### src/rtl/prio_resolver_pkg.sv
// Package: prio_resolver_pkg
// Shared field positions, the per-class winner type and the half-word
// packing rule for the priority interrupt resolver. It assumes source IDs
// fit in ID_W bits and that the two halves of the status word share one
// layout.
package prio_resolver_pkg;

    localparam int SLOT_W         = 32;
    localparam int SLOT_VALID_BIT = 31;
    localparam int ID_W           = 6;
    localparam int HALF_W         = 16;
    localparam int HALF_FLAG_BIT  = 15;
    localparam int NUM_CLASSES    = 2;
    localparam int CLASS_FIQ      = 0;
    localparam int CLASS_IRQ      = 1;

    localparam logic [HALF_W-1:0] IDLE_HALF = {{(HALF_W-ID_W){1'b0}}, {ID_W{1'b1}}};

    typedef struct packed {
        logic            found;
        logic [ID_W-1:0] id;
    } winner_t;

    // Build one 16-bit half: flag on top bit, ID in the low bits, idle code otherwise.
    function automatic logic [HALF_W-1:0] pack_half(input winner_t w);
        logic [HALF_W-1:0] h;
        if (w.found) begin
            h                = '0;
            h[HALF_FLAG_BIT] = 1'b1;
            h[ID_W-1:0]      = w.id;
        end else begin
            h = IDLE_HALF;
        end
        return h;
    endfunction

endpackage

### src/rtl/prio_slot_decode.sv
// Module: prio_slot_decode
// Splits each slot word into its source ID and decides, for every slot,
// whether it qualifies for the FIQ class and for the IRQ class. It assumes
// that source ID s sits at bit s of the flat source vectors and that
// NUM_SRCS does not exceed the width of those vectors.
module prio_slot_decode
    import prio_resolver_pkg::*;
#(
    parameter int NUM_SLOTS = 40,
    parameter int NUM_SRCS  = 40,
    parameter int BANK_W    = 32,
    parameter int NUM_BANKS = 2
) (
    input  logic [NUM_SLOTS*SLOT_W-1:0]  slot_cfg,
    input  logic [NUM_BANKS*BANK_W-1:0]  src_active,
    input  logic [NUM_BANKS*BANK_W-1:0]  src_is_fiq,
    output logic [NUM_SLOTS*ID_W-1:0]    slot_id,
    output logic [NUM_SLOTS-1:0]         fiq_hit,
    output logic [NUM_SLOTS-1:0]         irq_hit
);

    localparam int SRC_VEC_W = NUM_BANKS * BANK_W;
    localparam int VEC_IDX_W = (SRC_VEC_W > 1) ? $clog2(SRC_VEC_W) : 1;

    for (genvar s = 0; s < NUM_SLOTS; s++) begin : g_slot
        logic [ID_W-1:0]      id_f;
        logic                 valid_f;
        logic                 in_range;
        logic [VEC_IDX_W-1:0] vec_idx;
        logic                 act_b;
        logic                 fast_b;

        // Pull the valid flag and the ID field out of this slot word.
        always_comb begin
            id_f    = slot_cfg[s*SLOT_W +: ID_W];
            valid_f = slot_cfg[s*SLOT_W + SLOT_VALID_BIT];
        end

        // Check the range and look the source up in the flat vectors.
        always_comb begin
            in_range = (int'(id_f) < NUM_SRCS);
            vec_idx  = VEC_IDX_W'(id_f);
            act_b    = in_range ? src_active[vec_idx] : 1'b0;
            fast_b   = in_range ? src_is_fiq[vec_idx] : 1'b0;
        end

        // Decide whether the slot takes part in each class.
        always_comb begin
            fiq_hit[s] = valid_f & act_b &  fast_b;
            irq_hit[s] = valid_f & act_b & ~fast_b;
        end

        assign slot_id[s*ID_W +: ID_W] = id_f;
    end

endmodule

### src/rtl/prio_first_pick.sv
// Module: prio_first_pick
// Returns the ID held by the lowest-indexed slot whose hit bit is set. It
// assumes the hit bits have already been qualified by the slot decoder.
module prio_first_pick
    import prio_resolver_pkg::*;
#(
    parameter int NUM_SLOTS = 40
) (
    input  logic [NUM_SLOTS-1:0]      hit,
    input  logic [NUM_SLOTS*ID_W-1:0] slot_id,
    output winner_t                   winner
);

    // Scan from the least urgent slot to the most urgent; the last hit seen stays.
    always_comb begin
        winner.found = 1'b0;
        winner.id    = '1;
        for (int s = NUM_SLOTS - 1; s >= 0; s--) begin
            if (hit[s]) begin
                winner.found = 1'b1;
                winner.id    = slot_id[s*ID_W +: ID_W];
            end
        end
    end

endmodule

### src/rtl/prio_resolver.sv
// Module: prio_resolver (top)
// Resolves the most urgent active source for the FIQ and the IRQ class from
// the programmable slots and holds both results, packed, in a status
// register. It assumes the inputs are stable for the setup window before each
// rising edge. Reset is synchronous and active low.
module prio_resolver
    import prio_resolver_pkg::*;
#(
    parameter int NUM_SLOTS = 40,
    parameter int NUM_SRCS  = 40,
    parameter int BANK_W    = 32,
    parameter int NUM_BANKS = 2
) (
    input  logic                          clk,
    input  logic                          rst_n,
    input  logic [NUM_SLOTS*SLOT_W-1:0]   slot_cfg,
    input  logic [NUM_BANKS*BANK_W-1:0]   src_active,
    input  logic [NUM_BANKS*BANK_W-1:0]   src_is_fiq,
    output logic [2*HALF_W-1:0]           status_word
);

    localparam logic [2*HALF_W-1:0] IDLE_WORD = {IDLE_HALF, IDLE_HALF};

    logic [NUM_SLOTS*ID_W-1:0] slot_id;
    logic [NUM_SLOTS-1:0]      hits [NUM_CLASSES];
    winner_t                   wins [NUM_CLASSES];
    logic [2*HALF_W-1:0]       status_next;

    prio_slot_decode #(
        .NUM_SLOTS (NUM_SLOTS),
        .NUM_SRCS  (NUM_SRCS),
        .BANK_W    (BANK_W),
        .NUM_BANKS (NUM_BANKS)
    ) u_decode (
        .slot_cfg   (slot_cfg),
        .src_active (src_active),
        .src_is_fiq (src_is_fiq),
        .slot_id    (slot_id),
        .fiq_hit    (hits[CLASS_FIQ]),
        .irq_hit    (hits[CLASS_IRQ])
    );

    for (genvar c = 0; c < NUM_CLASSES; c++) begin : g_class
        prio_first_pick #(
            .NUM_SLOTS (NUM_SLOTS)
        ) u_pick (
            .hit     (hits[c]),
            .slot_id (slot_id),
            .winner  (wins[c])
        );
    end

    // Put the IRQ winner in the upper half and the FIQ winner in the lower half.
    always_comb begin
        status_next = {pack_half(wins[CLASS_IRQ]), pack_half(wins[CLASS_FIQ])};
    end

    // Hold the packed result; reset to the no-winner code in both halves.
    always_ff @(posedge clk) begin
        if (!rst_n) status_word <= IDLE_WORD;
        else        status_word <= status_next;
    end

endmodule

### config.mk
export PLATFORM = sky130hd
export DESIGN_NAME = prio_resolver
export DESIGN_NICKNAME = d
export VERILOG_FILES = /design/src/rtl/prio_resolver_pkg.sv /design/src/rtl/prio_slot_decode.sv /design/src/rtl/prio_first_pick.sv /design/src/rtl/prio_resolver.sv
export SDC_FILE = /design/constraint.sdc
export NUM_CORES = 1
export LEC_CHECK = 0
export ABC_CLOCK_PERIOD_IN_PS = 9100
export BUFFER_PORTS_ARGS = -buffer_cell sky130_fd_sc_hd__buf_2
export CAP_MARGIN = 5
export CELL_PAD_IN_SITES_DETAIL_PLACEMENT = 0
export CELL_PAD_IN_SITES_GLOBAL_PLACEMENT = 2
export CORE_AREA = 2 2 560 562
export CTS_CLUSTER_SIZE = 20
export DETAILED_ROUTE_END_ITERATION = 12
export DIE_AREA = 0 0 562 564
export PLACE_DENSITY_LB_ADDON = 0.12
export SLEW_MARGIN = 15
export SYNTH_ARGS = -nofsm -noshare
export SYNTH_HDL_FRONTEND = slang
export SYNTH_HIERARCHICAL = 1
export SYNTH_SLANG_ARGS = --single-unit
### constraint.sdc
create_clock -name clk -period 9.1 [get_ports clk]
set_input_delay 1.82 -clock clk [delete_from_list [all_inputs] [get_ports clk]]
set_output_delay 1.82 -clock clk [all_outputs]
set_load 0.1 [all_outputs]
==> results.yml, run 1 <==
outcome:
  status: "finished clean"
timing:
  timing.final.crit_share_pct: 86.1
  slew_headroom_pct: 18.1
  fmax_ghz: 0.128
  period_needed_ns: 7.84
  setup_tns_ns: 0
  tightest_slew_ns: 1.22
  finalHoldViolCount: 0
  whs_ns: 1.89
  rsz0062_at_grt: "false"
  drv_slew: 0
  setup_viol: 0
synthesis:
  netlist_area_um2: 38500
  yosys_warnings: 6
  netlist_instances: 4405
  synth_flop_cell: "dfxtp_1"
  ys_ff_latch: 14
  ys_seq_area_share_pct: 0.728
  synth_area_leaders: "mux4_2 35%, mux2i_1 11%, buf_4 5.5%"
  syn_area_per_cell_um2: 8.74
  yosysTopAreaCell: "mux4_2"
  synth.distinct_cells: 78
  synth-edff-count: 0
  synth_top_area_share_pct: 34.5
  async_reset_ff_share_pct: 0
power:
  clockPowerShare_pct: 2.6
  power.density_nw_per_um2: 80.7
  pwr-share-comb_pct: 94.9
  power_frac_seq_pct: 2.5
  internal-power_mw: 1.23
  leakagePower_nw: 14.2
  power.total_mw: 3.47
  p_switching_mw: 2.24
  peakVddDrop_uv: 66.7
  swShare_pct: 64.6
placement:
  dp.cells: 8221
  gp_congestion: 0.920
  dp.final_hpwl_um: 257000
  portBuffers: 375
floorplanning:
  design.core.area_um2: 311000
  fp.dieH_um: 564
  die_x_um: 562
  ios: 1442
  rows: 205
  start_util_pct: 12.4
  dieArea_um2: 317000
route:
  routed_via_density: 5.02
  drc_errors: 0
  drt-total-wl_um: 343000
  antenna_left: 0
  routed_wire_length_per_instance_um: 41.4
  vias: 41600
  dr.pass1.iters: 6
  drt_iter0_drc: 5500
clock_tree:
  cts_tree: "yes"
  clk_pin_slew_ns: 0.04
  cts_resized: 0
  hold_buffers: 0
  htreeDepth: 1
  post_cts_buffers: 0
  root_buffer: "clkbuf_16"
  cts_buffers: 3
  max-clock-path-buffers: 2
  cts_num_sinks: 14
cells_and_area:
  fill_cells: 35400
  top_register: "status_word"
  syn_to_final_growth_pct: 11.6
  fin_cells: 8286
  reg.largest.list: "status_word: 14 flops"
  fin_nets: 5496
  drive_gt1_share_pct: 33.3
  largest_reg_flops: 14
hold_path:
  min-delay-start: "rst_n"
  min_path_type: "in -> reg"
worst_setup_path:
  endpoint_kind: "flip-flop"
  endpoint: "status_word[19]$_SDFF_PN1_"
  startpoint_type: "input port"
  arrival_ns: 8.02
  required_ns: 9.28
  crit_path_max_fanout: 18
  worstSetupStartpoint: "src_active[14]"
  critical_path_class: "in -> reg"
global_routing:
  grt.overflow.total: 0
  grt_use_total_pct: 20.8
  antenna_found_initial: 173
  grt_max_degree: 41
  grt_pass1_wl_um: 439000
  grt_pass1_vias: 39400
flow_run:
  cap_viol_max_count: 0
-- worst max-delay path: stages --
cell,delay (ns)
buf_2,0.45
buf_4,0.46
mux4_2,0.50
mux2i_1,0.21
nor3_1,0.09
a2111oi_2,1.07
nor2b_1,0.37
or2_1,0.44
a221oi_1,0.44
o2111ai_1,0.16
a21oi_1,0.56
o2111ai_1,0.50
a211oi_1,0.54
buf_4,0.23
nand3b_1,0.11
-- layout make-up --
cell class	count	area (um2)	area share (%)
Inverter	147	552	1.28
Antenna cell	61	153	0.355
Multi-Input combinational cell	3352	33000	76.8
Tap cell	4140	5180	12.1
Sequential cell	14	280	0.652
Timing Repair Buffer	568	3690	8.60
Clock buffer	4	88.8	0.207
-- cells in the mapped netlist (22+ instances only) --
cell	instances
nor2b_1	246
a221oi_1	52
a2111oi_0	59
mux2_2	137
nand2b_1	122
mux4_2	590
nor2_1	260
nand3_1	150
o2111ai_1	29
nor3_1	78
buf_2	114
buf_4	281
nand4_1	23
nor4_1	70
a21oi_1	87
nor3b_1	33
a211oi_1	54
mux2i_1	404
o211ai_1	23
nand2_1	212
o221ai_1	25
a31oi_1	36
buf_1	36
a2111oi_2	22
o21ai_0	42
inv_1	147
and3_1	33
o22ai_1	60
a311oi_1	44
a22oi_1	73
nand3b_1	85
clkbuf_1	459
-- worst min path at each step --
stage                                  to  slack [ns]  cells after the start
2_1_floorplan   status_word[5]$_SDFF_PN1_        1.91                      1
3_3_place_gp   status_word[17]$_SDFF_PN1_        2.16                      2
3_5_place_dp   status_word[21]$_SDFF_PN1_        2.15                      2
4_1_cts        status_word[21]$_SDFF_PN1_        1.90                      2
5_1_grt        status_word[21]$_SDFF_PN1_        1.92                      2
6_report       status_word[21]$_SDFF_PN1_        1.89                      2
-- through the flow --
step                      cell area [um2]  util (%)  worst slack [ns]
after global placement              42700      13.7              1.14
final                               43000      13.8              1.26
after detailed placement            42700      13.7              1.18
after global routing                42800      13.8              1.17
after CTS                           42800      13.8              1.43
after floorplan                     38600         -              4.13
-- metal layers --
layer | track usage [%] | vias to the layer above | part of all wire (%)
li1 | - | 16400 | -
met1 | 30.0 | 22500 | 47
met5 | 0.313 | - | 0.10
met3 | 3.19 | 354 | 6.9
met4 | 3.73 | 50 | 2.2
met2 | 32.4 | 2310 | 44
-- power groups by stage --
stage	sequential [mW]	clock, mW	combinational, mW
2_1_floorplan	0.217	0	1.74
3_3_place_gp	0.0869	0	3.28
3_5_place_dp	0.0872	0	3.27
4_1_cts	0.0860	0.0929	3.28
5_1_grt	0.0875	0.0955	3.40
6_report	0.0850	0.0903	3.29
-- logic make-up (layout without fill, tap and decap cells) --
group           after synthesis  count (layout)  synth area share [%]
simple gates               1433            1433                  20.6
mux                        1136            1136                  49.3
buf+inv                    1056             719                  13.8
compound gates              765             765                  15.5
flops                        14              14                 0.728
other cells                   1              79               0.00974
-- layout by cell type, fill, tap and decap left out, types with 15 or more instances in the layout --
cell type	synthesis	layout
a21oi_1	87	87
nand2b_1	122	122
nand2_1	212	212
nand4_1	23	23
o211ai_1	23	23
buf_2	114	353
nand3_1	150	150
a311o_1	15	15
nor2_1	260	260
buf_12	0	25
nor3_1	78	78
nor4_1	70	69
nor4b_1	17	17
a2111oi_2	22	26
inv_1	147	147
nor4bb_1	16	16
nor2b_1	246	245
mux2_2	137	137
a221oi_1	52	52
mux2i_1	404	404
mux4_2	590	590
a311oi_1	44	44
conb_1	1	18
a211oi_1	54	54
a31oi_1	36	36
nor3b_1	33	33
and3_1	33	33
o21ai_0	42	42
o2111ai_1	29	29
diode_2	0	61
a22oi_1	73	73
and3b_1	15	15
o221ai_1	25	25
buf_4	281	190
a2111oi_1	20	17
o22ai_1	60	60
o31ai_1	20	20
a2111oi_0	59	58
nand3b_1	85	85
Power figures use the tool's default switching activity.
==> inputs of run 2 (changes only) <==
- CORE_AREA: 2 2 560 562 -> 2 2 564 566
- DIE_AREA: 0 0 562 564 -> 0 0 566 568
- SYNTH_HIERARCHICAL: 1 -> default
==> run 2 against run 1 <==
Compared with the run above: hold slack improved by 0.43 ns; cell count decreased by 1.2%; design area increased by 1.2%; largest power group unchanged; utilization decreased by 0.076 points; synthesized cell count decreased by 8.5%; combinational power increased by 3%; maximum frequency decreased by 2.0%.
==> results.yml, run 2 <==
clock_tree:
  max-clock-path-buffers: 2
  post_cts_buffers: 0
  root_buffer: "clkbuf_16"
  clk_pin_slew_ns: 0.09
  cts_buffers: 3
  htreeDepth: 1
  cts_tree: "yes"
  hold_buffers: 0
  cts_resized: 0
  cts_num_sinks: 14
route:
  drc_errors: 0
  vias: 43200
  drt_iter0_drc: 6442
  drt-total-wl_um: 373000
  wl_met3_um: 26500
  wl_met2_um: 168000
  dr.pass1.iters: 5
  m1WireLength_um: 170000
  routed_wire_length_per_instance_um: 45.5
  routed_via_density: 5.27
  antenna_left: 0
  top_layer_used: "met5"
synthesis:
  syn_area_per_cell_um2: 9.12
  synth_common_cells: "669 x mux4_2, 506 x clkbuf_1, 360 x mux2i_1"
  ys_ff_latch: 14
  yosysMostFrequentCell: "mux4_2"
  synth_area_leaders: "mux4_2 41%, mux2i_1 9.8%, clkbuf_1 5.2%"
  synth_flop_cell: "dfxtp_1"
  async_reset_ff_share_pct: 0
  synth_top_area_share_pct: 41.0
  netlist_instances: 4031
  yosysTopAreaCell: "mux4_2"
  synth.distinct_cells: 105
  synth-edff-count: 0
  ys_seq_area_share_pct: 0.762
  netlist_area_um2: 36800
  yosys_warnings: 0
global_routing:
  antenna_found_initial: 175
  grt_use_total_pct: 22.3
  grt_pass1_wl_um: 475000
  grt.overflow.total: 0
  grt_pass1_vias: 41200
  grt_max_degree: 33
cells_and_area:
  syn_to_final_growth_pct: 18.2
  drive_gt1_share_pct: 36.5
  largest_reg_flops: 14
  top_register: "status_word"
  reg.largest.list: "status_word: 14 flops"
  mostFrequentLayoutCell: "mux4_2"
  regArea_um2: 280
  fin_cells: 8190
  multi_input_area_um2: 33300
  fin_nets: 5379
  final_cell_mix: "669 x mux4_2, 360 x mux2i_1, 353 x buf_2"
  fill_cells: 35800
timing:
  setup_tns_ns: 0
  setup_viol: 0
  timing.final.crit_share_pct: 87.9
  tightest_slew_ns: 1.22
  period_needed_ns: 8.00
  setup_ws_ns: 1.10
  fmax_ghz: 0.125
  drv_slew: 0
  whs_ns: 2.32
  finalHoldViolCount: 0
  slew_headroom_pct: 18.0
  rsz0062_at_grt: "false"
floorplanning:
  die_x_um: 566
  start_util_pct: 11.6
  rows: 207
  dieArea_um2: 321000
  ios: 1442
  design.core.area_um2: 316000
  fp.dieH_um: 568
power:
  power_frac_seq_pct: 2.3
  leakagePower_nw: 14.4
  clockPowerShare_pct: 4.1
  internal-power_mw: 1.26
  power.total_mw: 3.61
  p_switching_mw: 2.35
  swShare_pct: 65.2
  power.density_nw_per_um2: 83.0
  pwr-share-comb_pct: 93.6
  peakVddDrop_uv: 97.2
worst_setup_path:
  cpPeakStageDelay_ns: 0.92
  critical_path_class: "in -> reg"
  endpoint_kind: "flip-flop"
  cp_cell_sequence: "buf_2 > mux4_2 > mux4_2 > or3_1 > o311a_1 > nand2_1 > nand4_1 > or4_1 > o31ai_4 > buf_4 > nor2b_1 > a211oi_2 > buf_4"
  required_ns: 9.36
  arrival_ns: 8.26
  crit_family: "simple AND/OR/NAND/NOR gates"
  crit_path_max_fanout: 22
  slowest_stage: "or4_1"
  crit_buf_inv: 3
  startpoint_type: "input port"
hold_path:
  whs_path_depth: 3
  min_to: "status_word[15]$_SDFF_PN0_"
  min-delay-start: "rst_n"
  min_path_type: "in -> reg"
placement:
  dp.final_hpwl_um: 277000
  pre_cts_ws_ns: 0.903
  portBuffers: 375
  gp_congestion: 0.866
  dp.cells: 8144
outcome:
  status: "finished clean"
flow_run:
  cap_viol_max_count: 0
[run 2: cell type report]
cell class | instances | share of cell area, %
repair buffers | 612 | 9.23
flip-flops and latches | 14 | 0.645
well taps | 4180 | 12.0
multi-input cells | 3233 | 76.7
diodes | 42 | 0.242
inverters | 105 | 0.907
clock buffers | 4 | 0.204
[run 2: tightest hold or removal path, delay by kind of cell]
family	cells	cell delay (ns)
buffers and inverters	2	0.44
AO/OA/AOI/OAI	1	0.21
[run 2: stage by stage]
| step | utilization [%] | cell area (um2) |
|---|---|---|
| 3_5_place_dp | 13.7 | 43300 |
| 6_report | 13.7 | 43500 |
| 2_1_floorplan | - | 36800 |
| 3_3_place_gp | 13.7 | 43300 |
| 4_1_cts | 13.7 | 43400 |
| 5_1_grt | 13.7 | 43400 |
[run 2: cell families (layout without fill, tap and decap cells)]
group | count (synthesis) | after routing | synth area share (%)
and+or+nand+nor | 1193 | 1193 | 17.5
AOI/OAI and AO/OA | 908 | 908 | 19.3
buffers and inverters | 801 | 721 | 8.90
other | 1 | 60 | 0.0102
muxes | 1114 | 1114 | 53.5
DFF | 14 | 14 | 0.762
[run 2: worst max-delay path by stage]
| stage | from | to | slack, ns | cells past startpoint |
|---|---|---|---|---|
| 2_1_floorplan | slot_cfg[865] | status_word[5]$_SDFF_PN1_ | 3.76 | 14 |
| 3_3_place_gp | slot_cfg[160] | status_word[21]$_SDFF_PN1_ | 0.34 | 13 |
| 3_5_place_dp | slot_cfg[160] | status_word[21]$_SDFF_PN1_ | 0.90 | 13 |
| 4_1_cts | slot_cfg[160] | status_word[21]$_SDFF_PN1_ | 1.22 | 13 |
| 5_1_grt | slot_cfg[160] | status_word[21]$_SDFF_PN1_ | 1.16 | 13 |
| 6_report | slot_cfg[160] | status_word[21]$_SDFF_PN1_ | 1.10 | 13 |
[run 2: power by group through the flow]
stage	Combinational (mW)	Sequential, mW	Clock (mW)
after floorplan	1.71	0.192	0
after global placement	3.35	0.0863	0
after global routing	3.47	0.0862	0.150
after detailed placement	3.33	0.0861	0
final	3.38	0.0843	0.148
after CTS	3.34	0.0853	0.151
[run 2: layer usage]
metal  vias to the layer above  global-route usage (%)
li1                      16400                       -
met1                     23600                    31.4
met2                      2690                    35.4
met3                       401                    4.21
met4                        72                    3.89
met5                         -                       0
